<file path="config.mk">
export PLATFORM = sky130hd
export DESIGN_NAME = dseq_top
export DESIGN_NICKNAME = d
export VERILOG_FILES = /design/src/rtl/dseq_pkg.sv /design/src/rtl/dseq_table.sv /design/src/rtl/dseq_shifter.sv /design/src/rtl/dseq_host.sv /design/src/rtl/dseq_top.sv
export SDC_FILE = /design/constraint.sdc
export NUM_CORES = 2
export LEC_CHECK = 0
export BUFFER_PORTS_ARGS = -buffer_cell sky130_fd_sc_hd__buf_4
export CORE_UTILIZATION = 46
export CTS_BUF_LIST = sky130_fd_sc_hd__clkbuf_2 sky130_fd_sc_hd__clkbuf_4 sky130_fd_sc_hd__clkbuf_8
export DETAILED_ROUTE_END_ITERATION = 16
export PLACE_DENSITY = 0.65
export SLEW_MARGIN = 20
export SYNTH_ARGS = -nofsm -noshare
export SYNTH_HDL_FRONTEND = slang
export SYNTH_HIERARCHICAL = 1
export SYNTH_SLANG_ARGS = --single-unit
export TNS_END_PERCENT = 5
</file>
<file path="constraint.sdc">
create_clock -name clk -period 3.6 [get_ports clk]
set_input_delay 0.36 -clock clk [delete_from_list [all_inputs] [get_ports clk]]
set_output_delay 0.36 -clock clk [all_outputs]
set_load 0.005 [all_outputs]
</file>
<file path="src/rtl/dseq_pkg.sv">
package dseq_pkg;
  localparam int IDX_W = 8;
  localparam int ST_W  = 4;
  localparam int CMD_W = 4;

  localparam logic [CMD_W-1:0] CMD_CLR  = 4'h0;
  localparam logic [CMD_W-1:0] CMD_SHL0 = 4'h9;
  localparam logic [CMD_W-1:0] CMD_SHRW = 4'hA;
  localparam logic [CMD_W-1:0] CMD_LOAD = 4'hB;
  localparam logic [CMD_W-1:0] CMD_SHL1 = 4'hD;

  localparam logic [3:0] OFF_DRV0  = 4'hA;
  localparam logic [3:0] OFF_DRV1  = 4'hB;
  localparam logic [3:0] OFF_RDSR  = 4'hC;
  localparam logic [3:0] OFF_WRLAT = 4'hD;
  localparam logic [3:0] OFF_RDMOD = 4'hE;
  localparam logic [3:0] OFF_WRMOD = 4'hF;

  // table bytes keep the command nibble mirrored
  function automatic logic [CMD_W-1:0] unmirror(input logic [CMD_W-1:0] n);
    for (int i = 0; i < CMD_W; i++) unmirror[i] = n[CMD_W-1-i];
  endfunction
endpackage

</file>
<file path="src/rtl/dseq_table.sv">
module dseq_table #(
  parameter int AW = 8,
  parameter int DW = 8
) (
  input  logic          clk,
  input  logic          we,
  input  logic [AW-1:0] waddr,
  input  logic [DW-1:0] wdata,
  input  logic [AW-1:0] raddr,
  output logic [DW-1:0] rdata
);
  localparam int DEPTH = 1 << AW;

  logic [DW-1:0] mem [DEPTH];

  always_ff @(posedge clk) begin
    if (we) mem[waddr] <= wdata;
  end

  assign rdata = mem[raddr];
endmodule

</file>
<file path="src/rtl/dseq_shifter.sv">
module dseq_shifter
  import dseq_pkg::*;
#(
  parameter int DW = 8
) (
  input  logic             clk,
  input  logic             rst,
  input  logic             run,
  input  logic [CMD_W-1:0] cmd,
  input  logic [DW-1:0]    latch,
  input  logic             wp,
  output logic [DW-1:0]    sr_q
);
  always_ff @(posedge clk) begin
    if (rst) begin
      sr_q <= '0;
    end else if (run) begin
      case (cmd)
        CMD_CLR:  sr_q <= '0;
        CMD_SHL0: sr_q <= {sr_q[DW-2:0], 1'b0};
        CMD_SHL1: sr_q <= {sr_q[DW-2:0], 1'b1};
        CMD_SHRW: sr_q <= {wp, sr_q[DW-1:1]};
        CMD_LOAD: sr_q <= latch;
        default:  sr_q <= sr_q;
      endcase
    end
  end

  p_clear_r3: assert property (@(posedge clk) disable iff (rst)
    (run && cmd == CMD_CLR) |=> (sr_q == '0));
  p_shl_r4: assert property (@(posedge clk) disable iff (rst)
    (run && (cmd == CMD_SHL0 || cmd == CMD_SHL1)) |=>
      (sr_q == {$past(sr_q[DW-2:0]), $past(cmd[2])}));
  p_shr_r5: assert property (@(posedge clk) disable iff (rst)
    (run && cmd == CMD_SHRW) |=> (sr_q == {$past(wp), $past(sr_q[DW-1:1])}));
  p_load_r6: assert property (@(posedge clk) disable iff (rst)
    (run && cmd == CMD_LOAD) |=> (sr_q == $past(latch)));
  p_idle_r10: assert property (@(posedge clk) disable iff (rst)
    !run |=> $stable(sr_q));
endmodule

</file>
<file path="src/rtl/dseq_host.sv">
module dseq_host
  import dseq_pkg::*;
#(
  parameter int DW = 8
) (
  input  logic          clk,
  input  logic          rst,
  input  logic          en,
  input  logic [3:0]    off,
  input  logic [DW-1:0] wdata,
  input  logic [DW-1:0] sr,
  output logic [DW-1:0] latch_q,
  output logic [DW-1:0] rdata_q,
  output logic          wmode_q,
  output logic          lflag_q,
  output logic          drive_q,
  output logic          st2_set,
  output logic          st2_clr,
  output logic          st3_set,
  output logic          st3_clr
);
  always_comb begin
    st2_set = en && off == OFF_WRLAT;
    st2_clr = en && off == OFF_RDSR;
    st3_set = en && off == OFF_WRMOD;
    st3_clr = en && off == OFF_RDMOD;
  end

  always_ff @(posedge clk) begin
    if (rst) begin
      latch_q <= '0;
      rdata_q <= '0;
      wmode_q <= 1'b0;
      lflag_q <= 1'b0;
      drive_q <= 1'b0;
    end else if (en) begin
      case (off)
        OFF_DRV0:  drive_q <= 1'b0;
        OFF_DRV1:  drive_q <= 1'b1;
        OFF_RDSR:  begin rdata_q <= sr; lflag_q <= 1'b0; end
        OFF_WRLAT: begin latch_q <= wdata; lflag_q <= 1'b1; end
        OFF_RDMOD: wmode_q <= 1'b0;
        OFF_WRMOD: wmode_q <= 1'b1;
        default:   ;
      endcase
    end
  end

  p_latch_r8: assert property (@(posedge clk) disable iff (rst)
    (en && off == OFF_WRLAT) |=> (latch_q == $past(wdata) && lflag_q));
  p_read_r8: assert property (@(posedge clk) disable iff (rst)
    (en && off == OFF_RDSR) |=> (rdata_q == $past(sr) && !lflag_q));
  p_mode_r7: assert property (@(posedge clk) disable iff (rst)
    (en && off == OFF_WRMOD) |=> wmode_q);
  p_drive_r9: assert property (@(posedge clk) disable iff (rst)
    (en && off == OFF_DRV1) |=> drive_q);
endmodule

</file>
<file path="src/rtl/dseq_top.sv">
module dseq_top
  import dseq_pkg::*;
#(
  parameter int DW = 8
) (
  input  logic          clk,
  input  logic          rst,
  input  logic          run,
  input  logic          rd_pulse,
  input  logic          wr_prot,
  input  logic          tbl_we,
  input  logic [7:0]    tbl_addr,
  input  logic [7:0]    tbl_data,
  input  logic          host_en,
  input  logic [3:0]    host_off,
  input  logic [DW-1:0] host_wdata,
  output logic [DW-1:0] host_rdata,
  output logic [DW-1:0] sr_out,
  output logic [3:0]    seq_state,
  output logic          drive_sel
);
  logic [ST_W-1:0]  st_q, st_d;
  logic [IDX_W-1:0] idx;
  logic [7:0]       tbl_byte;
  logic [CMD_W-1:0] cmd;
  logic [DW-1:0]    sr_q, latch_q;
  logic             wmode_q, lflag_q;
  logic             st2_set, st2_clr, st3_set, st3_clr;

  // index layout is fixed: the table contents depend on it
  assign idx = {st_q[0], st_q[2], st_q[3], rd_pulse,
                wmode_q, lflag_q, sr_q[DW-1], st_q[1]};

  dseq_table #(.AW(IDX_W), .DW(8)) u_tbl (
    .clk(clk), .we(tbl_we), .waddr(tbl_addr), .wdata(tbl_data),
    .raddr(idx), .rdata(tbl_byte)
  );

  assign cmd = unmirror(tbl_byte[7:4]);

  dseq_shifter #(.DW(DW)) u_sh (
    .clk(clk), .rst(rst), .run(run), .cmd(cmd), .latch(latch_q),
    .wp(wr_prot), .sr_q(sr_q)
  );

  dseq_host #(.DW(DW)) u_host (
    .clk(clk), .rst(rst), .en(host_en), .off(host_off), .wdata(host_wdata),
    .sr(sr_q), .latch_q(latch_q), .rdata_q(host_rdata), .wmode_q(wmode_q),
    .lflag_q(lflag_q), .drive_q(drive_sel), .st2_set(st2_set),
    .st2_clr(st2_clr), .st3_set(st3_set), .st3_clr(st3_clr)
  );

  always_comb begin
    st_d = run ? tbl_byte[ST_W-1:0] : st_q;
    if (st2_set) st_d[2] = 1'b1;
    if (st2_clr) st_d[2] = 1'b0;
    if (st3_set) st_d[3] = 1'b1;
    if (st3_clr) st_d[3] = 1'b0;
  end

  always_ff @(posedge clk) begin
    if (rst) st_q <= '0;
    else     st_q <= st_d;
  end

  assign sr_out    = sr_q;
  assign seq_state = st_q;

  p_next_r2: assert property (@(posedge clk) disable iff (rst)
    (run && !host_en) |=> (st_q == $past(tbl_byte[3:0])));
  p_hold_r10: assert property (@(posedge clk) disable iff (rst)
    (!run && !host_en) |=> $stable(st_q));
  p_host_wins_r11: assert property (@(posedge clk) disable iff (rst)
    (host_en && host_off == OFF_WRMOD) |=> st_q[3]);
endmodule

</file>
======== Word level (Yosys, flattened, before mapping) ========
Memory sizes are Yosys's and may differ from the RTL's.
Cells that the tools add are included.
storage, ports and cells
  register bits ........................... 31
  RAM bits ................................ 2048
  input bits .............................. 35
  output and inout bits ................... 21
  word-level logic and storage cells ...... 48
  memories kept ........................... 1
memory list
  name       words  bits a word  read ports  clocked after Yosys merged registers in  wr ports  RTL line          source
  u_tbl.mem  256    8            1           0                                        1         dseq_table.sv:14  logic [DW-1:0] mem [DEPTH];
cells by class
  eq/ne operators ......................... 10
  muxes and demuxes ....................... 9
  reductions and logical operators ........ 19
operators with widths
  operator                               count
  4-bit == test, second input constant   10
  8-bit one-hot mux with 5 select lines  1
  2-bit AND reduction                    6
  2-bit nonzero test                     5
  1-bit one-hot mux with 2 select lines  3
  5-bit nonzero test                     1
  1-bit logical AND                      4
  4-bit logical NOT                      1
  1-bit 2-to-1 mux                       4
  4-bit 2-to-1 mux                       1
  2-bit OR reduction                     2

======== Logic depth before layout (Yosys ltp) ========
An unclocked memory read counts as a cell.
  word-level depth ........................ 4
  depth in mapped cells ................... 16
  gate-level depth less buffers ........... 10

======== Cells and area by module ========
Netlist, hierarchy kept.
modules (own cells, without submodules)
  module        times used  cells an instance  area each (um^2)
  dseq_table    1           3725               79396.1
  dseq_host     1           87                 865.8
  dseq_shifter  1           62                 541.8
  dseq_top      1           15                 155.1

======== Least setup slack after synthesis ========
No wires, ideal clock.
  path type ............................... flip-flop to flip-flop
  from .................................... reg u_sh.sr_q[7]
  to ...................................... reg u_sh.sr_q[1]
  library setup time ...................... 0.117 ns
  arrival time ............................ 3.282 ns
  path slack .............................. 0.202 ns
  stages on the path, launching flop included .. 14
  path buffers ............................ 4
  cells stage by stage .................... dfxtp_1 > buf_2 > buf_4 > buf_2 > buf_1 > mux4_2 > a22oi_1 > a21oi_1 > nor3_1 > nor4_1 > and2b_1 > a22oi_1 > o21ai_0 > a22o_1
between the ends
  word-level cells in the longest chain between the ends .. 4
  elaborated cells on any way between the ends .. 9
  those cells by class .................... eq/ne (4); mux (1); reduce/logical (3); memory (1)
RTL lines
  item                                                RTL line            source
  start, declared                                     dseq_shifter.sv:12  output logic [DW-1:0] sr_q
  start signal, assigned                              dseq_shifter.sv:20  CMD_SHL0: sr_q <= {sr_q[DW-2:0], 1'b0};
  start signal, assigned                              dseq_shifter.sv:21  CMD_SHL1: sr_q <= {sr_q[DW-2:0], 1'b1};
  start signal, assigned                              dseq_shifter.sv:22  CMD_SHRW: sr_q <= {wp, sr_q[DW-1:1]};
  memory read 256 x 8 bit (*)                         -
  net tbl_byte[5]                                     dseq_top.sv:24      logic [7:0] tbl_byte;
  4-bit == test or 4-bit logical NOT (tied branches)  dseq_shifter.sv:18  case (cmd)
  5-bit nonzero test (no source line)                 -
  2-bit AND reduction (no source line)                -
The timed path passes the listed nets; every way through them passes the cells marked *.
A chain may end at the register's enable or synchronous reset.

======== Final worst setup path ========
  from .................................... reg st_q[1] (netlist: seq_state[1])
  to ...................................... reg st_q[3] (netlist: seq_state[3])
between the ends
  word-level cells in the longest chain between the ends .. 3
RTL lines
  item                     RTL line        source
  start, declared          dseq_top.sv:22  logic [ST_W-1:0] st_q, st_d;
  start signal, assigned   dseq_top.sv:63  else st_q <= st_d;
  memory read 256 x 8 bit  -
  net tbl_byte[3]          dseq_top.sv:24
  4-bit 2-to-1 mux         dseq_top.sv:54  st_d = run ? tbl_byte[ST_W-1:0] : st_q;
  1-bit 2-to-1 mux         dseq_top.sv:57  if (st3_set) st_d[3] = 1'b1;
The timed path passes the listed nets, and every way through them passes these cells. The select of a mux whose other input is x is not followed.

==> impl_metrics.ini <==
[synthesis]
yosysTopAreaCellShare_pct = 76.0
synthesis.area_um2 = 81000
synthDistinctLibCells = 70
avgSynthCellArea_um2 = 20.8
synth_warnings = 6
synth_area_leader_cell = edfxtp_1
synthCells = 3889
ys_top_cells_by_count = edfxtp_1, mux4_2, nor2_1
synth-seq-area-share_pct = 76.7
syn_nets = 3924
async_reset_ff_share_pct = 0
synth.most_common_cell = edfxtp_1
synth_edf_count = 2048
ys.flop_type = edfxtp_1
ys_top_cells_by_area = edfxtp_1, mux4_2, mux2i_1
synth-seq-cells = 2079

[die]
fp.dieArea_um2 = 178000
ios = 56
placeableCoreArea_um2 = 174000
start_util_pct = 46.4
row_count = 153
fp.dieW_um = 422
fp.dieH_um = 422

[global_route]
grt_max_degree = 122
grt_first_pass_wirelength_um = 299000
antenna_found_initial = 5
grt_use_total_pct = 23.2
grt_remaining_overflow = 0
first_global_vias = 43400

[layout]
nNetsFinal = 4748
post_route_cells_drive_above_1_share_pct = 35.1
n_fill_cell = 13100
fin_area_um2 = 96200
fin_util_pct = 55.2
syn2layout_area_growth_pct = 18.9

[worst_hold_path]
worstHoldPathType = input port to flip-flop
hold_start = tbl_addr[4]
hold_depth = 4

[placed_design]
placed_area_um2 = 87500
post-place-ws_ns = -0.809
dp_hpwl_um = 129000
port_buffers = 55
place_congestion = 0.889

[timing]
max-slew-margin-rel_pct = 36.2
period_share_pct = 103
final-setup-viol-count = 7
skew_ns = 0.0649
worst_slew_pin_slew_ns = 0.953
rsz0062_at_grt = true
final_hold_viol_count = 0
maxSlewViolCount = 0
fmax_mhz = 270
setup_ws_ns = -0.104
min_period_ns = 3.70
hold_ws_ns = 0.165

[worst_setup_path]
worstPathMaxFanout = 15
start_kind = flip-flop
cp.required_ns = 4.47
critical_path_class = flip-flop to flip-flop
worstPathArrival_ns = 4.58
r2r_start = seq_state[1]
reg2reg_depth = 12
crit_path_end_kind = flip-flop
worstSetupStartpoint = seq_state[1]

[run]
max_cap_violations = 0

[outcome]
violations = setup timing
outcome = finished with violations

[cts]
tritoncts = built
path_clk_slew_ns = 0.06
cts_sinks = 2079
root_buffer = clkbuf_8
cts_buffer_depth = 4
clk_latency_ns = 1.05
h-tree-depth = 5
cts_buffers = 340

[pwr]
power_density_nw_per_um2 = 569
power.leakage_nw = 30.4
vdd_ir_drop_max_mv = 0.406
power_mw = 54.7

[drt]
vias = 43000
drt_iter0_markers = 4588
route.detailed.drc = 0
vias_per_cell = 5.92
dr.pass1.iters = 6
wl_per_cell_um = 28.5
ant_nets = 0
wirelength_um = 207000
==> state kept, by name, indices dropped and copies added, names as in the netlist <==
name and cells:
seq_state 4, u_host/latch_q 8, u_host/lflag_q 1, u_host/drive_q 1, u_tbl/mem 2048, u_host/wmode_q 1, u_host/rdata_q 8, u_sh/sr_q 8
==> final timing paths <==
kind                            slack (ns)                end
worst max-delay path                 -0.10       seq_state[3]
worst min-delay path                  0.16  u_tbl/mem[119][2]
worst max register to register       -0.10       seq_state[3]
worst min register to register        0.49  u_host/rdata_q[1]
==> routing by layer <==
metal  global-route usage, %  wire (µm)
met5                       0          0
met4                    7.95       6780
met3                    5.06      17500
met2                    36.7      98900
met1                    32.0      83700
==> layout by cell type (no fill, tap or decap), types with 11 or more instances in the layout <==
master	n
edfxtp_1	2048
o22ai_1	30
buf_8	15
a22oi_1	120
buf_16	13
buf_4	560
clkbuf_8	355
nor4_4	11
dfxtp_1	27
o221ai_1	42
nand4_1	11
nor2_1	284
clkinv_2	30
a22oi_2	15
nor2b_1	26
buf_6	13
mux2i_1	158
clkbuf_4	105
clkinv_1	65
nand2_1	45
buf_12	59
a22o_1	14
a211oi_1	13
o21ai_0	11
dlygate4sd3_1	53
nand2b_1	41
a21oi_1	94
mux4_2	455
nor3_1	14
nand3_1	36
==> layout make-up <==
type / count / area, µm² / share of cell area [%]
Clock inverter: 109 / 687 / 0.714
Antenna cell: 4 / 10.0 / 0.0104
Inverter: 8 / 30.0 / 0.0312
Clock buffer: 459 / 5660 / 5.88
Timing Repair Buffer: 723 / 6920 / 7.19
Sequential cell: 2079 / 62100 / 64.6
Tap cell: 2325 / 2910 / 3.02
Multi-Input combinational cell: 1561 / 17900 / 18.6
==> stage by stage <==
| step | TNS [ns] | cells |
|---|---|---|
| 6_report | -0.295 | 7268 |
| 2_1_floorplan | 0 | 3889 |
| 3_5_place_dp | -6.79 | 6552 |
| 4_1_cts | -0.00727 | 7202 |
| 3_3_place_gp | -6.67 | 6552 |
| 5_1_grt | -0.579 | 7267 |
==> cell families after synthesis <==
| logic type | Yosys count | synth area share, % |
|---|---|---|
| AOI/OAI and AO/OA | 416 | 3.68 |
| DFF | 2079 | 76.7 |
| and+or+nand+nor | 530 | 3.05 |
| muxes | 615 | 14.7 |
| buffers and inverters | 249 | 1.89 |
==> critical path: stages (launching register included) <==
cell and delay, ns:
dfxtp_4 0.38, buf_12 0.14, buf_12 0.16, buf_12 0.16, buf_12 0.18, mux4_2 0.51
a22o_1 0.28, a221oi_1 0.44, o32ai_1 0.20, nor3_2 0.43, nor4_1 0.14, mux2i_1 0.37
a211oi_1 0.13
==> report_power, final <==
group	internal (mW)	total, mW	switching [mW]
Sequential	26.7	26.7	0.0601
Clock	10.7	19.6	8.95
Combinational	4.19	8.36	4.17
==> what timing repair did <==
action                     in CTS  in global routing
hold endpoints to repair      846                  0
hold buffers                   53                  0
gates cloned                    9                  2
pin swaps                      20                 33
setup endpoints to repair      11                 10
buffers inserted               20                 60
resized for setup             102                 67
No activity file was read; power rests on OpenSTA's default activity.
